===== config.mk =====
export PLATFORM = sky130hd
export DESIGN_NAME = byte_bank_port
export DESIGN_NICKNAME = d
export VERILOG_FILES = /design/src/rtl/byte_bank_port_pkg.sv /design/src/rtl/byte_bank_port_bank.sv /design/src/rtl/byte_bank_port_seq.sv /design/src/rtl/byte_bank_port.sv
export SDC_FILE = /design/constraint.sdc
export NUM_CORES = 2
export LEC_CHECK = 0
export ABC_AREA = 1
export ABC_CLOCK_PERIOD_IN_PS = 3850
export BUFFER_PORTS_ARGS = -buffer_cell sky130_fd_sc_hd__clkbuf_2
export CORE_MARGIN = 2
export CORE_UTILIZATION = 42
export DETAILED_ROUTE_END_ITERATION = 12
export SYNTH_ARGS = -nofsm -noshare
export SYNTH_HDL_FRONTEND = slang
export SYNTH_SLANG_ARGS = --single-unit

===== constraint.sdc =====
create_clock -name clk -period 3.85 [get_ports clk]
set_input_delay 0.385 -clock clk [delete_from_list [all_inputs] [get_ports clk]]
set_output_delay 0.385 -clock clk [all_outputs]
set_load 0.05 [all_outputs]

===== src/rtl/byte_bank_port_pkg.sv =====
package byte_bank_port_pkg;

  localparam int CMD_W        = 16;
  localparam int CMD_DONE_BIT = 0;
  localparam int CMD_ADDR_LSB = 1;
  localparam int CMD_ERR_BIT  = 8;
  localparam int CMD_OP_LSB   = 14;
  localparam int CMD_OP_W     = 2;

  typedef enum logic [CMD_OP_W-1:0] {
    OP_READ    = 2'd0,
    OP_WR_WORD = 2'd1,
    OP_WR_LO   = 2'd2,
    OP_WR_HI   = 2'd3
  } op_e;

  typedef enum logic [1:0] {
    SQ_IDLE = 2'd0,
    SQ_PEND = 2'd1,
    SQ_FIN  = 2'd2
  } sq_state_e;

  // Which banks a given operation writes.
  function automatic logic bank_write_sel(op_e op, int bank, int nbank);
    case (op)
      OP_WR_WORD: return 1'b1;
      OP_WR_LO:   return bank == 0;
      OP_WR_HI:   return bank == nbank - 1;
      default:    return 1'b0;
    endcase
  endfunction

endpackage


===== src/rtl/byte_bank_port_bank.sv =====
module byte_bank_port_bank #(
  parameter int AW = 7,
  parameter int DW = 8
) (
  input  logic          clk,
  input  logic          en,
  input  logic          we,
  input  logic [AW-1:0] addr,
  input  logic [DW-1:0] wd,
  output logic [DW-1:0] rd
);
  localparam int DEPTH = 1 << AW;

  logic [DW-1:0] mem [DEPTH];

  always_ff @(posedge clk) begin
    if (en) begin
      if (we) mem[addr] <= wd;
      rd <= mem[addr];
    end
  end
endmodule


===== src/rtl/byte_bank_port_seq.sv =====
module byte_bank_port_seq
  import byte_bank_port_pkg::*;
(
  input  logic clk,
  input  logic rst_n,
  input  logic start,
  input  logic cpu_req,
  output logic issue,
  output logic finish,
  output logic busy
);
  sq_state_e st_q, st_d;

  always_ff @(posedge clk or negedge rst_n) begin
    if (!rst_n) st_q <= SQ_IDLE;
    else        st_q <= st_d;
  end

  always_comb begin
    st_d   = st_q;
    issue  = 1'b0;
    finish = 1'b0;
    busy   = (st_q != SQ_IDLE);
    case (st_q)
      SQ_IDLE: if (start) st_d = SQ_PEND;
      SQ_PEND: if (!cpu_req) begin
        issue = 1'b1;
        st_d  = SQ_FIN;
      end
      SQ_FIN: begin
        finish = 1'b1;
        st_d   = SQ_IDLE;
      end
      default: st_d = SQ_IDLE;
    endcase
  end

  // a memory access is always followed by its completion cycle
  assert_issue_then_finish_R6: assert property (@(posedge clk) disable iff (!rst_n)
    issue |=> finish);

  // access and completion never share a cycle
  assert_single_phase_R6: assert property (@(posedge clk) disable iff (!rst_n)
    $onehot0({issue, finish}));

  // a stalled request stays pending
  assert_hold_pending_R7: assert property (@(posedge clk) disable iff (!rst_n)
    (st_q == SQ_PEND && cpu_req) |=> (st_q == SQ_PEND));
endmodule


===== src/rtl/byte_bank_port.sv =====
module byte_bank_port
  import byte_bank_port_pkg::*;
#(
  parameter int ADDR_W = 7,
  parameter int BYTE_W = 8,
  parameter int NBANK  = 2
) (
  input  logic                      clk,
  input  logic                      rst_n,
  input  logic                      cmd_we,
  input  logic [CMD_W-1:0]          cmd_wdata,
  input  logic                      data_we,
  input  logic [NBANK*BYTE_W-1:0]   data_wdata,
  input  logic                      cpu_req,
  output logic [CMD_W-1:0]          status_o,
  output logic [NBANK*BYTE_W-1:0]   data_o
);
  localparam int WORD_W = NBANK * BYTE_W;

  logic              busy, issue, finish;
  logic              accept, reject;
  op_e               op_q;
  logic [ADDR_W-1:0] addr_q;
  logic              done_q, err_q;
  logic [WORD_W-1:0] data_q;
  logic [WORD_W-1:0] rd_word;
  logic [NBANK-1:0]  bank_en, bank_we;
  logic              unused_cmd_bits;

  assign accept = cmd_we && !busy;
  assign reject = cmd_we && busy;
  assign unused_cmd_bits = ^{cmd_wdata[CMD_DONE_BIT],
                             cmd_wdata[CMD_OP_LSB-1:CMD_ADDR_LSB+ADDR_W]};

  byte_bank_port_seq u_seq (
    .clk     (clk),
    .rst_n   (rst_n),
    .start   (accept),
    .cpu_req (cpu_req),
    .issue   (issue),
    .finish  (finish),
    .busy    (busy)
  );

  always_ff @(posedge clk or negedge rst_n) begin
    if (!rst_n) begin
      op_q   <= OP_READ;
      addr_q <= '0;
      done_q <= 1'b0;
      err_q  <= 1'b0;
    end else begin
      if (accept) begin
        op_q   <= op_e'(cmd_wdata[CMD_OP_LSB +: CMD_OP_W]);
        addr_q <= cmd_wdata[CMD_ADDR_LSB +: ADDR_W];
        done_q <= 1'b0;
      end
      if (reject) err_q <= 1'b1;
      if (finish) done_q <= 1'b1;
    end
  end

  always_ff @(posedge clk or negedge rst_n) begin
    if (!rst_n)                      data_q <= '0;
    else if (finish && op_q == OP_READ) data_q <= rd_word;
    else if (data_we && !busy)       data_q <= data_wdata;
  end

  for (genvar b = 0; b < NBANK; b++) begin : g_bank
    assign bank_en[b] = issue;
    assign bank_we[b] = issue && bank_write_sel(op_q, b, NBANK);

    byte_bank_port_bank #(.AW(ADDR_W), .DW(BYTE_W)) u_bank (
      .clk  (clk),
      .en   (bank_en[b]),
      .we   (bank_we[b]),
      .addr (addr_q),
      .wd   (data_q[b*BYTE_W +: BYTE_W]),
      .rd   (rd_word[b*BYTE_W +: BYTE_W])
    );
  end

  always_comb begin
    status_o                              = '0;
    status_o[CMD_DONE_BIT]                = done_q;
    status_o[CMD_ADDR_LSB +: ADDR_W]      = addr_q;
    status_o[CMD_ERR_BIT]                 = err_q;
    status_o[CMD_OP_LSB +: CMD_OP_W]      = op_q;
  end

  assign data_o = data_q;

  // taking a command drops done at that edge
  assert_accept_clears_done_R6: assert property (@(posedge clk) disable iff (!rst_n)
    accept |=> !done_q);

  // the memory is never driven while the processor claims it
  assert_cpu_priority_R7: assert property (@(posedge clk) disable iff (!rst_n)
    (|bank_en) |-> !cpu_req);

  // a refused command leaves the latched command alone
  assert_reject_keeps_cmd_R8: assert property (@(posedge clk) disable iff (!rst_n)
    reject |=> ($stable(addr_q) && $stable(op_q) && err_q));

  // the error flag is sticky
  assert_err_sticky_R8: assert property (@(posedge clk) disable iff (!rst_n)
    err_q |=> err_q);

  // the data register is frozen until completion
  assert_data_frozen_R9: assert property (@(posedge clk) disable iff (!rst_n)
    (busy && !finish) |=> $stable(data_q));
endmodule


# Yosys cells after proc, flatten, opt, wreduce, memory -nomap -nowiden
# Memory sizes are Yosys's and may differ from the RTL's. A register that Yosys moved wholly into a read port is not among the register bits.
# Cells that the tools add are included.
# op_classes
n_eq_ne,7
n_mux,18
n_reduce_logical,15
# op_table
operator,count
two-way mux 16 bit,2
two-way mux 1 bit,13
"== test 2 bit, second input constant",3
logical AND 1 bit,6
nonzero test 2 bit,3
"== test 2 x 1 -> 1 bit, second input constant",2
zero test 2 bit,2
two-way mux 2 bit,2
"inequality test 2 bit, second input constant",2
one-hot mux 2 bit (2 select lines),1
OR reduction 2 bit,2
AND reduction 2 bit,1
zero test 1 bit,1
# totals
reg_bits,29
ramBits,2048
in_bits,37
output_inout_bits,32
elab_cells,48
mem_count,2
# mem_list
name,words,width,rd,rd_ports_with_merged_regs,wr,line_no,rtl
g_bank[0].u_bank.mem,128,8,1,1,1,byte_bank_port_bank.sv:14,logic [DW-1:0] mem [DEPTH];
g_bank[1].u_bank.mem,128,8,1,1,1,byte_bank_port_bank.sv:14,

# Depth between registers and ports, before layout
# logic_depth
depth_word,7
ltp_mapped,17
ltp_nobuf,13

# Modules after synthesis
# From an unflattened synthesis, not the netlist that was laid out.
# unflattened
hier_cells,8956
hier_area_um2,89610.9
# by_module_without_submodules
mod,n_inst,cells_each,area_per_inst_um2,seq_area_each_um2
byte_bank_port_bank,2,4381,44024.7,30989.7
byte_bank_port,1,182,1472.7,675.6
byte_bank_port_seq,1,12,88.8,50.0

# Worst setup path after synthesis
# Ideal clock, no wire load.
# synth_path
kind,register -> register
startpoint,register u_seq.st_q[1]
endpoint,"memory g_bank[1].u_bank.mem[28][0], enable pin"
setup_ns,0.383
t_arrival_ns,3.069
required_ns,3.467
setup_slack_ns,0.397
stages_incl_launch_ff,6
n_path_buf,2
period_less_slack_ns,3.453
path_cell_list,dfrtp_1 > nor3_1 > o21ai_0 > clkbuf_1 > buf_1 > nor3_1
# synth_via
elab_chain_cells,6
# synth_rtl
element,line_no,rtl
from (decl),byte_bank_port_seq.sv:12,"sq_state_e st_q, st_d;"
from (signal assigned),byte_bank_port_seq.sv:16,else st_q <= st_d;
== test 2 x 1 -> 1 bit (*),byte_bank_port_seq.sv:24,case (st_q)
two-way mux 1 bit (*),byte_bank_port_seq.sv:24,
named net g_bank[0].u_bank.en,byte_bank_port_bank.sv:6,"input logic en,"
logical AND 1 bit,byte_bank_port.sv:70,"assign bank_we[b] = issue && bank_write_sel(op_q, b, NBANK);"
two-way mux 1 bit,byte_bank_port_bank.sv:18,if (we) mem[addr] <= wd;
two-way mux 1 bit (*),byte_bank_port_bank.sv:17,if (en) begin
two-way mux 1 bit (not written as such) (*),byte_bank_port_bank.sv:18,
to (decl),byte_bank_port_bank.sv:14,
# Mark *: on every way through the listed nets, which the timed path passes. The rest lies on a longest branch.

# Worst setup path after layout
# layout_path
startpoint,register addr_q[5]
endpoint,"memory g_bank[0].u_bank.mem[4][1], enable pin"
# layout_lines
element,line_no,rtl
from (decl),byte_bank_port.sv:23,logic [ADDR_W-1:0] addr_q;
from (signal assigned),byte_bank_port.sv:54,addr_q <= cmd_wdata[CMD_ADDR_LSB +: ADDR_W];
to (decl),byte_bank_port_bank.sv:14,
# No word-level cell before the write port.

==> impl_metrics.tcl <==
set metrics [dict create \
    status "complete, no violations" \
    synthDistinctLibCells 28 \
    slew_violations 0 \
    grt_pass1_wl_um 366000 \
    setup_viol 0 \
    syn_to_final_growth_pct 13.8 \
    ys_top_cells_by_area "edfxtp_1 69%, nand2_1 24%, buf_2 1.5%, nor3_1 1.4%, nor2_1 0.86%" \
    critical_path_class "reg -> reg" \
    drive_above_1_share_pct 8.82 \
    cts_made_buffers 214 \
    nets 9198 \
    fillers 19200 \
    endpoint_kind "flop" \
    cts_tree "built" \
    io_buffers 56 \
    worstPathArrival_ps 3870 \
    cts.sinks 2093 \
    worstPathRequired_ps 4420 \
    synth_area_per_cell_sq_um 10.0 \
    root_buffer "clkbuf_16" \
    fin_crit_sh_pct 85.8 \
    grt_max_degree 161 \
    grtUsageTotal_pct 22.1 \
    drtIter0Drc 5543 \
    crit_fanout 16 \
    synthCells 8938 \
    cts_buffer_depth 3 \
    drtAntennaViolNets 0 \
    io_pins 69 \
    ys_seq_area_share_pct 70.2 \
    worst_slew_margin_rel_pct 27.5 \
    power_frac_seq_pct 40.5 \
    synth-seq-cells 2093 \
    p_sw_mw 28.7 \
    synthesis.area_sq_um 89400 \
    final.setup.worst_slack_ps 545 \
    post_drt_wl_per_cell_um 19.8 \
    period_minus_slack_ps 3300 \
    swShare_pct 38.9 \
    first_global_vias 59800 \
    fmax_mhz 303 \
    post-synth-top-area-fraction_pct 69.4 \
    antenna_found_initial 2 \
    clk_pin_slew_worst_paths_ps 60 \
    drc 0 \
    num_rows 169 \
    grt-ovfl-total 0 \
    drv_cap 0 \
    fin_skew_ps 44.7 \
    placed_area_sq_um 94800 \
    startpoint_type "flop" \
    fin_tns_setup_ps 0 \
    vdd_drop_max_mv 0.644 \
    post-place-ws_ps 558 \
    power_density_nw_per_um2 725 \
    dieWidth_um 465 \
    gp_congestion 0.835 \
    synth_largest_area_cell "edfxtp_1" \
    core_region_area_sq_um 212000 \
    dieArea_sq_um 216000 \
    postCtsSetupBuffers 0 \
    comb_power_share_pct 32.8 \
    clk_latency_ps 880 \
    min_path_type "in -> reg" \
    dr.pass1.iters 6 \
    final_core_util_pct 48.0 \
    avgViaCountPerCell 5.02 \
    die_h_um 465 \
    start_util_pct 42.2 \
    power.internal_mw 45.1 \
    vias 61100 \
    final_area_sq_um 102000 \
    yosysWarnings 0 \
    tightestPinTransition_ps 1090 \
    p_leak_nw 42.5 \
    clkPwrFrac_pct 26.8 \
    dp_hpwl_um 138000 \
    routed_wl_um 241000 \
    htreeDepth 4 \
    power.total_mw 73.8 \
    final_hold_viol_count 0 \
    rsz0062_at_grt "false" \
]
## registers in the layout (all words and copies together) (netlist names)
| register | cells |
|---|---|
| g_bank.u_bank.rd | 16 |
| err_q | 1 |
| addr_q | 7 |
| g_bank.u_bank.mem | 2048 |
| done_q | 1 |
| op_q | 2 |
| u_seq.st_q | 2 |
| data_o | 16 |
## worst max-delay path, cell delays in order (launching register included)
cell and delay [ps]:
dfrtp_1 420, nor2_1 400, clkinv_1 560, nor2_1 340, inv_1 470, nor3_1 560, buf_4 240
## logic make-up after synthesis
family	synth area share, %
DFF	70.2
and+or+nand+nor	26.6
AOI/OAI and AO/OA	0.321
adders and majority gates	0.0420
other	0.00420
buffers and inverters	2.89
## area by class of cell
class | instances | area, sq um | area share (%)
clock buffer | 264 | 5630 | 5.53
sequential | 2093 | 62800 | 61.7
inverter | 69 | 290 | 0.285
tap | 2821 | 3530 | 3.47
timing repair buffer | 506 | 4290 | 4.22
clock inverter | 134 | 1010 | 0.994
multi-input combinational | 6274 | 24200 | 23.8
antenna | 3 | 7.51 | 0.00738
## synthesized netlist by cell type (all sizes together)
cell type / number
a21oi: 6
a22o: 1
buf: 347
clkbuf: 159
clkinv: 1
conb: 1
dfrtp: 29
edfxtp: 2064
ha: 3
inv: 68
nand2: 5689
nand3: 43
nand4: 1
nor2: 208
nor3: 258
o211ai: 2
o21ai: 45
o21bai: 1
or2: 12
## power groups by stage
| stage | logic, mW | clock network (mW) | registers, mW |
|---|---|---|---|
| after floorplan | 13.4 | 0 | 31.4 |
| after global placement | 24.0 | 0 | 30.3 |
| after detailed placement | 24.1 | 0 | 30.4 |
| after CTS | 24.2 | 20.1 | 29.9 |
| after global routing | 26.7 | 20.9 | 30.0 |
| final | 24.2 | 19.7 | 29.9 |
## what timing repair did
| action | CTS | global route |
|---|---|---|
| resized for setup | 0 | 0 |
| hold endpoints to repair | 55 | 0 |
| endpoints found under the setup margin | 0 | 0 |
| hold buffers | 27 | 0 |
## cell usage in the layout (no fill, tap or decap), types with 49 or more instances in the layout
| master | synthesis | final |
|---|---|---|
| clkbuf_2 | 0 | 56 |
| nor3_1 | 258 | 257 |
| clkinv_1 | 1 | 58 |
| buf_4 | 20 | 378 |
| nor2_1 | 205 | 203 |
| nand2_1 | 5689 | 5680 |
| inv_1 | 63 | 63 |
| edfxtp_1 | 2064 | 2064 |
| clkbuf_16 | 0 | 218 |
| clkinv_2 | 0 | 49 |
## stage by stage
stage / cells / hold slack (ps)
floorplan: 8942 / 89.4
global placement: 11700 / 460
detailed placement: 11700 / 469
CTS: 12200 / 29.8
global route: 12200 / 57.8
finish: 12200 / 106
## layer usage
metal	part of all wire, %	GRT usage [%]
met5	0	0
met4	3.5	8.17
met3	5.5	2.82
met2	48	37.2
met1	43	29.5
## worst paths after layout
path,startpoint,end,slack [ps],depth (start not counted)
max in group asynchronous,rst_n,addr_q[2],2750,2
max reg2reg,addr_q[5],g_bank[0].u_bank.mem[4][1],550,6
min in group asynchronous,rst_n,data_o[7],310,2
min reg2reg,err_q,err_q,480,1
max,addr_q[5],g_bank[0].u_bank.mem[4][1],550,6
min,data_wdata[2],data_o[2],110,3
Note: power is estimated with default switching activity, not from simulation.
